**src/rtl/int2d_pkg.sv**
```systemverilog
package int2d_pkg;

  typedef enum logic [1:0] {
    RM_NEAR = 2'b00,
    RM_ZERO = 2'b01,
    RM_PINF = 2'b10,
    RM_NINF = 2'b11
  } rnd_e;

  localparam logic [4:0] CLS_POS_NORM = 5'b00100;
  localparam logic [4:0] CLS_NEG_NORM = 5'b01000;
  localparam logic [4:0] CLS_POS_ZERO = 5'b00010;

endpackage

```
**src/rtl/int2d_lzc.sv**
```systemverilog
module int2d_lzc #(
  parameter int W    = 64,
  localparam int CW  = $clog2(W)
) (
  input  logic [W-1:0]  vec,
  output logic [CW-1:0] cnt,
  output logic          all_zero
);

  always_comb begin
    cnt      = '0;
    all_zero = 1'b1;
    for (int i = 0; i < W; i++) begin
      if (vec[i]) begin
        cnt      = CW'(W - 1 - i);
        all_zero = 1'b0;
      end
    end
  end

endmodule

```
**src/rtl/int2d_round.sv**
```systemverilog
module int2d_round
  import int2d_pkg::*;
#(
  parameter int SIG_W = 53
) (
  input  logic [SIG_W-1:0] sig_in,
  input  logic             guard,
  input  logic             sticky,
  input  logic             neg,
  input  logic [1:0]       mode,
  output logic [SIG_W-1:0] sig_out,
  output logic             carry,
  output logic             inexact,
  output logic             up
);

  logic [SIG_W:0] sum;
  rnd_e           rm;

  always_comb begin
    rm      = rnd_e'(mode);
    inexact = guard | sticky;
    unique case (rm)
      RM_NEAR: up = guard & (sticky | sig_in[0]);
      RM_ZERO: up = 1'b0;
      RM_PINF: up = ~neg & inexact;
      RM_NINF: up = neg & inexact;
      default: up = 1'b0;
    endcase
    sum     = {1'b0, sig_in} + {{SIG_W{1'b0}}, up};
    carry   = sum[SIG_W];
    sig_out = carry ? sum[SIG_W:1] : sum[SIG_W-1:0];
  end

endmodule

```
**src/rtl/int2d_status.sv**
```systemverilog
module int2d_status (
  input  logic       clk,
  input  logic       rst_n,
  input  logic       conv_valid,
  input  logic       inexact,
  input  logic       rec_en,
  input  logic       clr,
  output logic       xx,
  output logic       fx,
  output logic [3:0] cr
);

  logic       xx_q, xx_n;
  logic       fx_q, fx_n;
  logic [3:0] cr_q, cr_n;
  logic       set_now;

  always_comb begin
    set_now = conv_valid & inexact;
    xx_n    = (clr ? 1'b0 : xx_q) | set_now;
    fx_n    = (clr ? 1'b0 : fx_q) | set_now;
    cr_n    = (conv_valid & rec_en) ? {fx_n, 1'b0, 1'b0, 1'b0} : cr_q;
  end

  always_ff @(posedge clk or negedge rst_n) begin
    if (!rst_n) begin
      xx_q <= 1'b0;
      fx_q <= 1'b0;
      cr_q <= 4'h0;
    end else begin
      xx_q <= xx_n;
      fx_q <= fx_n;
      cr_q <= cr_n;
    end
  end

  assign xx = xx_q;
  assign fx = fx_q;
  assign cr = cr_q;

  p_clr_r13: assert property (@(posedge clk) disable iff (!rst_n)
    (clr && !conv_valid) |=> (!xx && !fx));

  p_set_r6: assert property (@(posedge clk) disable iff (!rst_n)
    (conv_valid && inexact) |=> (xx && fx));

endmodule

```
**src/rtl/int_to_dbl_cvt.sv**
```systemverilog
module int_to_dbl_cvt
  import int2d_pkg::*;
#(
  parameter int INT_W  = 64,
  parameter int FRAC_W = 52,
  parameter int EXP_W  = 11,
  localparam int SIG_W = FRAC_W + 1,
  localparam int DROP  = INT_W - SIG_W,
  localparam int LZ_W  = $clog2(INT_W),
  localparam int BIAS  = (1 << (EXP_W - 1)) - 1,
  localparam int TOP_E = BIAS + INT_W - 1,
  localparam int DW    = 1 + EXP_W + FRAC_W
) (
  input  logic          clk,
  input  logic          rst_n,
  input  logic          in_valid,
  input  logic [INT_W-1:0] in_word,
  input  logic [1:0]    rnd_mode,
  input  logic          rec_en,
  input  logic          sticky_clr,
  output logic          out_valid,
  output logic [DW-1:0] out_dbl,
  output logic [4:0]    out_class,
  output logic          out_xx,
  output logic          out_fx,
  output logic          out_fi,
  output logic          out_fr,
  output logic [3:0]    out_cr
);

  // reset: asynchronous assert, synchronous release
  logic [1:0] rst_sync_q;
  logic       rst_i_n;

  always_ff @(posedge clk or negedge rst_n) begin
    if (!rst_n) rst_sync_q <= 2'b00;
    else        rst_sync_q <= {rst_sync_q[0], 1'b1};
  end
  assign rst_i_n = rst_sync_q[1];

  // magnitude and normalization
  logic             sgn;
  logic [INT_W-1:0] mag;
  logic [LZ_W-1:0]  lz;
  logic             is_zero;
  logic [INT_W-1:0] norm;

  always_comb begin
    sgn  = in_word[INT_W-1];
    mag  = sgn ? (~in_word + INT_W'(1)) : in_word;
    norm = mag << lz;
  end

  int2d_lzc #(.W(INT_W)) u_lzc (
    .vec      (mag),
    .cnt      (lz),
    .all_zero (is_zero)
  );

  // rounding
  logic [SIG_W-1:0] sig_r;
  logic             rcarry, rinexact, rup;

  int2d_round #(.SIG_W(SIG_W)) u_round (
    .sig_in  (norm[INT_W-1 -: SIG_W]),
    .guard   (norm[DROP-1]),
    .sticky  (|norm[DROP-2:0]),
    .neg     (sgn),
    .mode    (rnd_mode),
    .sig_out (sig_r),
    .carry   (rcarry),
    .inexact (rinexact),
    .up      (rup)
  );

  // result assembly
  logic [EXP_W-1:0] exp_c;
  logic [DW-1:0]    dbl_c;
  logic [4:0]       cls_c;
  logic             fi_c, fr_c;

  always_comb begin
    exp_c = EXP_W'(TOP_E) - EXP_W'(lz) + EXP_W'(rcarry);
    if (is_zero) begin
      dbl_c = '0;
      cls_c = CLS_POS_ZERO;
      fi_c  = 1'b0;
      fr_c  = 1'b0;
    end else begin
      dbl_c = {sgn, exp_c, sig_r[FRAC_W-1:0]};
      cls_c = sgn ? CLS_NEG_NORM : CLS_POS_NORM;
      fi_c  = rinexact;
      fr_c  = rup;
    end
  end

  // output register: next-state and register processes
  logic          vld_q, vld_n;
  logic [DW-1:0] dbl_q, dbl_n;
  logic [4:0]    cls_q, cls_n;
  logic          fi_q, fi_n, fr_q, fr_n;

  always_comb begin
    vld_n = in_valid;
    dbl_n = dbl_q;
    cls_n = cls_q;
    fi_n  = fi_q;
    fr_n  = fr_q;
    if (in_valid) begin
      dbl_n = dbl_c;
      cls_n = cls_c;
      fi_n  = fi_c;
      fr_n  = fr_c;
    end
  end

  always_ff @(posedge clk or negedge rst_i_n) begin
    if (!rst_i_n) begin
      vld_q <= 1'b0;
      dbl_q <= '0;
      cls_q <= '0;
      fi_q  <= 1'b0;
      fr_q  <= 1'b0;
    end else begin
      vld_q <= vld_n;
      dbl_q <= dbl_n;
      cls_q <= cls_n;
      fi_q  <= fi_n;
      fr_q  <= fr_n;
    end
  end

  int2d_status u_status (
    .clk        (clk),
    .rst_n      (rst_i_n),
    .conv_valid (in_valid),
    .inexact    (fi_c),
    .rec_en     (rec_en),
    .clr        (sticky_clr),
    .xx         (out_xx),
    .fx         (out_fx),
    .cr         (out_cr)
  );

  assign out_valid = vld_q;
  assign out_dbl   = dbl_q;
  assign out_class = cls_q;
  assign out_fi    = fi_q;
  assign out_fr    = fr_q;

  // assertions
  p_pulse_r1: assert property (@(posedge clk) disable iff (!rst_i_n)
    !in_valid |=> (!out_valid && $stable(out_dbl)));

  p_zero_r2: assert property (@(posedge clk) disable iff (!rst_i_n)
    (in_valid && in_word == '0) |=> (out_dbl == '0 && out_class == CLS_POS_ZERO));

  p_exact_r3: assert property (@(posedge clk) disable iff (!rst_i_n)
    (in_valid && ((&in_word[INT_W-1:SIG_W]) || !(|in_word[INT_W-1:SIG_W])))
      |=> (!out_fi && !out_fr));

  p_trunc_r5: assert property (@(posedge clk) disable iff (!rst_i_n)
    (in_valid && rnd_mode == 2'b01) |=> !out_fr);

  p_fr_fi_r7: assert property (@(posedge clk) disable iff (!rst_i_n)
    (out_valid && out_fr) |-> out_fi);

  p_class_r9: assert property (@(posedge clk) disable iff (!rst_i_n)
    (out_valid && out_dbl[DW-1]) |-> out_class == CLS_NEG_NORM);

  p_finite_r11: assert property (@(posedge clk) disable iff (!rst_i_n)
    out_valid |-> !(&out_dbl[DW-2:FRAC_W]));

  p_rec_r12: assert property (@(posedge clk) disable iff (!rst_i_n)
    (in_valid && rec_en) |=> out_cr == {out_fx, 3'b000});

  p_norec_r12: assert property (@(posedge clk) disable iff (!rst_i_n)
    (in_valid && !rec_en) |=> $stable(out_cr));

endmodule

```
**config.mk**
```make
export PLATFORM = sky130hd
export DESIGN_NAME = int_to_dbl_cvt
export DESIGN_NICKNAME = d
export VERILOG_FILES = /design/src/rtl/int2d_pkg.sv /design/src/rtl/int2d_lzc.sv /design/src/rtl/int2d_round.sv /design/src/rtl/int2d_status.sv /design/src/rtl/int_to_dbl_cvt.sv
export SDC_FILE = /design/constraint.sdc
export NUM_CORES = 1
export LEC_CHECK = 0
export BUFFER_PORTS_ARGS = -buffer_cell sky130_fd_sc_hd__buf_2
export CAP_MARGIN = 20
export CORE_ASPECT_RATIO = 0.6
export CORE_UTILIZATION = 30
export DETAILED_ROUTE_END_ITERATION = 8
export PLACE_DENSITY = 0.47
export SLEW_MARGIN = 20
export SYNTH_ARGS = -nofsm -noshare
export SYNTH_HDL_FRONTEND = slang
export SYNTH_HIERARCHICAL = 1
export SYNTH_SLANG_ARGS = --single-unit
```
**constraint.sdc**
```tcl
create_clock -name clk -period 3.17 [get_ports clk]
set_input_delay 0.317 -clock clk [delete_from_list [all_inputs] [get_ports clk]]
set_output_delay 0.317 -clock clk [all_outputs]
set_load 0.02 [all_outputs]
```
Word-level counts from Yosys, hierarchy flattened
Cells that the tools add are included.
Cells by class
  multiplexer cells: 138
  reduce and logical (&&, ||, !) cells: 2
  add/subtract/negate cells: 4
  eq/ne operators: 3
  bitwise gates (word level): 11
  shift-type cells: 1
Operators with widths (number)
  $mux 6: 64
  $mux 64: 2
  $mux 1: 68
  $add 64x1->64 const B: 1
  $not 64->64: 1
  $shl 64x6->64: 1
  $add 53x1->54: 1
  $mux 52: 1
  $add 11x1->11: 1
  $sub 11x6->11 const A: 1
  $reduce_or 10->1: 1
  $mux 4: 2
  $and 1x1->1: 5
  $eq 2x2->1 const B: 2
  $or 1x1->1: 4
  $pmux 1 s4: 1
  $eq 2x1->1 const B: 1
  $logic_not 2->1: 1
  $not 1->1: 1
Storage, ports and cells
  register bits: 77
  input port bits: 71
  word-level logic and storage cells: 168
  output and inout port bits: 78

Logic depth before layout (Yosys ltp)
  word-level depth: 75
  depth in mapped cells: 41
  gate-level depth less buffers: 37

Cells and area by module
The synthesis kept the hierarchy.
Modules (own cells, without submodules)
  int_to_dbl_cvt: cells an instance 1423, times used 1, seq. area each 1776.7 um^2, area each 10654.0 um^2
  int2d_round: cells an instance 267, times used 1, seq. area each 0.0 um^2, area each 1649.1 um^2
  int2d_lzc: cells an instance 142, times used 1, seq. area each 0.0 um^2, area each 762.0 um^2
  int2d_status: cells an instance 15, times used 1, seq. area each 75.1 um^2, area each 156.4 um^2

Worst setup path after synthesis
No wires, ideal clock.
  kind: input-to-reg
  from: in in_word[8]
  to: reg dbl_q[9], in the netlist out_dbl[9]
  library setup time: 0.133 ns
  data required time: 3.037 ns
  setup slack: -6.032 ns
  cell stages on the path: 38
  buffers on the path: 12
  arrival: 9.069 ns
  path through: buf_2 > or4_1 > buf_2 > or4_4 > buf_6 > or4_4 > buf_6 > o31a_1 > xor2_1 > nor2_1 > nand3_1 > a2111oi_0 > o21ai_0 > a21oi_1 > clkbuf_1 > buf_1 > clkbuf_1 > clkbuf_1 > (+2 left out) > a31oi_1 > a31oi_1 > nor3b_1 > nor2_1 > or2_2 > o21ai_0 > a211oi_1 > ha_1 > ha_1 > nand4_1 > or4_1 > or4_4 > or3b_1 > buf_6 > buf_12 > nand2_2 > nand3b_1 > o21ai_0
Between the ends
  elaborated cells between the ends (all ways): 126
  those cells by class: add/sub: 2; shift: 1; mux: 116; bitwise: 6; reduce/logical: 1
RTL lines
  from (decl): RTL line int_to_dbl_cvt.sv:17  | input logic [INT_W-1:0] in_word,
  $not 64->64 *: RTL line int_to_dbl_cvt.sv:50  | mag = sgn ? (~in_word + INT_W'(1)) : in_word;
  $add 64x1->64 *: RTL line int_to_dbl_cvt.sv:50
  $mux 64 *: RTL line int_to_dbl_cvt.sv:50
  named net mag[51]: RTL line int_to_dbl_cvt.sv:43  | logic [INT_W-1:0] mag;
  $mux 6 * (13 in a row): RTL line int2d_lzc.sv:14  | if (vec[i]) begin
  named net lz[1]: RTL line int_to_dbl_cvt.sv:44  | logic [LZ_W-1:0] lz;
  $shl 64x6->64 *: RTL line int_to_dbl_cvt.sv:51  | norm = mag << lz;
  $reduce_or 10->1: RTL line int_to_dbl_cvt.sv:67  | .sticky (|norm[DROP-2:0]),
  $or 1x1->1 *: RTL line int2d_round.sv:22  | inexact = guard | sticky;
  named net rinexact: RTL line int_to_dbl_cvt.sv:62  | logic rcarry, rinexact, rup;
  $and 1x1->1 (on tied branches): RTL line int2d_round.sv:27, int2d_round.sv:26
  $pmux 1 s4 *: RTL line int2d_round.sv:23  | unique case (rm)
  named net rup: RTL line int_to_dbl_cvt.sv:62
  $add 53x1->54 *: RTL line int2d_round.sv:30  | sum = {1'b0, sig_in} + {{SIG_W{1'b0}}, up};
  $mux 52 *: RTL line int2d_round.sv:32  | sig_out = carry ? sum[SIG_W:1] : sum[SIG_W-1:0];
  named net sig_r[9]: RTL line int_to_dbl_cvt.sv:61  | logic [SIG_W-1:0] sig_r;
  $mux 64 *: RTL line int_to_dbl_cvt.sv:84  | if (is_zero) begin
  to (signal assigned): RTL line int_to_dbl_cvt.sv:126  | dbl_q <= dbl_n;
  to (decl): RTL line int_to_dbl_cvt.sv:99  | logic [DW-1:0] dbl_q, dbl_n;
The timed path passes the listed nets; every way through them passes the cells marked *.
A chain may end at the register's enable or synchronous reset.

Worst setup path after layout
  from: in in_word[11]
  to: reg dbl_q[31], in the netlist out_dbl[31]
Between the ends
  elaborated cells between the ends (all ways): 120
  those cells by class: add/sub: 2; shift: 1; mux: 110; bitwise: 6; reduce/logical: 1
RTL lines
  $not 64->64: RTL line int_to_dbl_cvt.sv:50
  $add 64x1->64: RTL line int_to_dbl_cvt.sv:50
  $mux 64: RTL line int_to_dbl_cvt.sv:50
  named net mag[51]: RTL line int_to_dbl_cvt.sv:43
  $mux 6 (13 in a row): RTL line int2d_lzc.sv:14
  named net lz[0]: RTL line int_to_dbl_cvt.sv:44
  $shl 64x6->64: RTL line int_to_dbl_cvt.sv:51
  named net norm[40]: RTL line int_to_dbl_cvt.sv:46  | logic [INT_W-1:0] norm;
  $add 53x1->54: RTL line int2d_round.sv:30
  $mux 52: RTL line int2d_round.sv:32
  named net sig_r[31]: RTL line int_to_dbl_cvt.sv:61
  $mux 64: RTL line int_to_dbl_cvt.sv:84
The timed path passes the listed nets, and every way through them passes these cells.

==> reports/qor.yml <==
post-place-ws_ns: -5.72
grt_pass1_vias: 17300
die_area_sq_um: 44900
grt_use_met3_pct: 11.3
grt_overflow: 0
worst-path-buf-inv: 13
setup_violations: 71
avgSynthCellArea_sq_um: 7.16
yosys_warnings: 6
crit_path_start_kind: "primary input"
wirelength_um: 74500
synth_area_sq_um: 13200
skew_ns: 0.00748
die_w_um: 273
worst_pin_slew_ns: 0.970
grtUsageTotal_pct: 32.9
clockBufferDepth: 2
hold_path_class: "primary input to flop"
rsz0062_at_grt: "yes"
min_period_over_period_pct: 246
h-tree-depth: 3
fin_nets: 2723
layout_common_cells: "749 x buf_4, 169 x nor2_1, 139 x buf_2, 134 x inv_1, 107 x nand2_1"
met2_usage_pct: 41.2
path_class: "primary input to flop"
clk_pin_slew_worst_paths_ns: 0.06
cts_tree: "done"
core_sq_um: 43400
drv_slew: 0
num_antenna_cells: 0
grt_use_met1_pct: 53.0
top_usage_layer: "met1"
cp_slowest_cell: "or4_4"
period_minus_slack_ns: 7.81
portBuffers: 143
rows: 59
drt_iter0_drc: 2378
cts_buffers: 9
worstSetupEndpointType: "flop"
fp.dieH_um: 165
crit_top_cell: "buf_4"
clock-sinks: 74
critPathMaxFanout: 13
place_congestion: 1.03
dr_total_vias: 18500
grt_first_pass_wirelength_um: 111000
dp_hpwl_um: 62000
arrival_ns: 8.02
antenna_found_initial: 1
start_util_pct: 30.4
drt-vias-per-instance: 5.73
hold_viol_final: 0
area_growth_pct: 63.8
insertion_delay_ns: 0.35
root_buffer: "clkbuf_16"
ios: 149
finalSetupTns_ns: -298.23
status: "complete, but fails checks"
final_layout_size_suffix_gt1_share_pct: 45.4
antenna_left: 0
power.total_mw: 8.54
cp_top_family: "simple AND/OR/NAND/NOR gates"
cap_violations: 0
drt-pass1-iter-count: 7
num-fill-cells: 4393
layout_commonest_cell: "buf_4"
grt_start_max_net_pins: 73
violations: "negative setup slack"
fmax_mhz: 128
drc: 0
wl_per_cell_um: 23.1
max_slew_margin_pct: 35.4
powerDensity_nw_per_um2: 395
layout_setup_ws_ns: -4.64
cp_slowest_stage_delay_ns: 0.67
irDropWorstVdd_mv: 0.276
synthCells: 1845
required_ns: 3.37
p_leak_nw: 9.72
==> cell type report <==
class | count | area (sq um) | area share, %
Clock inverter | 4 | 26.3 | 0.121
Inverter | 142 | 537 | 2.48
Multi-Input combinational cell | 1482 | 11100 | 51.2
Clock buffer | 12 | 256 | 1.19
Sequential cell | 74 | 1860 | 8.58
Tap cell | 579 | 724 | 3.35
Timing Repair Buffer | 938 | 7150 | 33.0
==> timing repair <==
action	CTS	global route
hold buffers	1	0
endpoints found under the hold margin	2	0
endpoints found under the setup margin	71	71
pin swaps	27	15
cloned	4	0
gates resized for setup	150	43
setup buffers	45	5
==> flip-flops by register name, summed over array words and instances, names as in the netlist <==
signal and cells:
u_status/fx 1, rst_sync_q 2, u_status/cr 1, out_valid 1, out_dbl 63, out_fr 1
u_status/xx 1, out_class 3, out_fi 1
==> through the flow <==
| step | utilization (%) | instance area (sq um) | hold WS (ns) | instances |
|---|---|---|---|---|
| 3_5_place_dp | 46.1 | 20000 | 0.109 | 3162 |
| 4_1_cts | 49.4 | 21500 | 0.148 | 3227 |
| 6_report | 49.8 | 21600 | 0.141 | 3231 |
| 2_1_floorplan | - | 13600 | 0.0214 | 1848 |
| 5_1_grt | 49.8 | 21600 | 0.146 | 3231 |
| 3_3_place_gp | 46.1 | 20000 | 0.104 | 3162 |
==> worst paths after layout <==
kind                                from             to  slack, ns  cells after the start
max                          in_word[11]    out_dbl[31]      -4.64                     33
min                           sticky_clr    u_status/xx       0.14                      2
max reg2reg                rst_sync_q[1]     out_dbl[5]       2.04                      0
min reg2reg                rst_sync_q[0]  rst_sync_q[1]       0.35                      0
max in group asynchronous  rst_sync_q[1]     out_dbl[5]       2.04                      0
min in group asynchronous          rst_n  rst_sync_q[1]       0.28                      2
==> per-layer routing <==
metal | vias to the layer above | part of all wire [%]
met2 | 836 | 35
met4 | 0 | 0.56
met1 | 9072 | 52
met5 | - | 0
li1 | 8580 | -
met3 | 41 | 12
==> where the power goes <==
group	leakage [nW]	internal, mW	switching [mW]
combinational	8.69	2.87	3.40
sequential	0.886	1.13	0.127
clock	0.139	0.574	0.433
(Power assumes the default switching activity.)
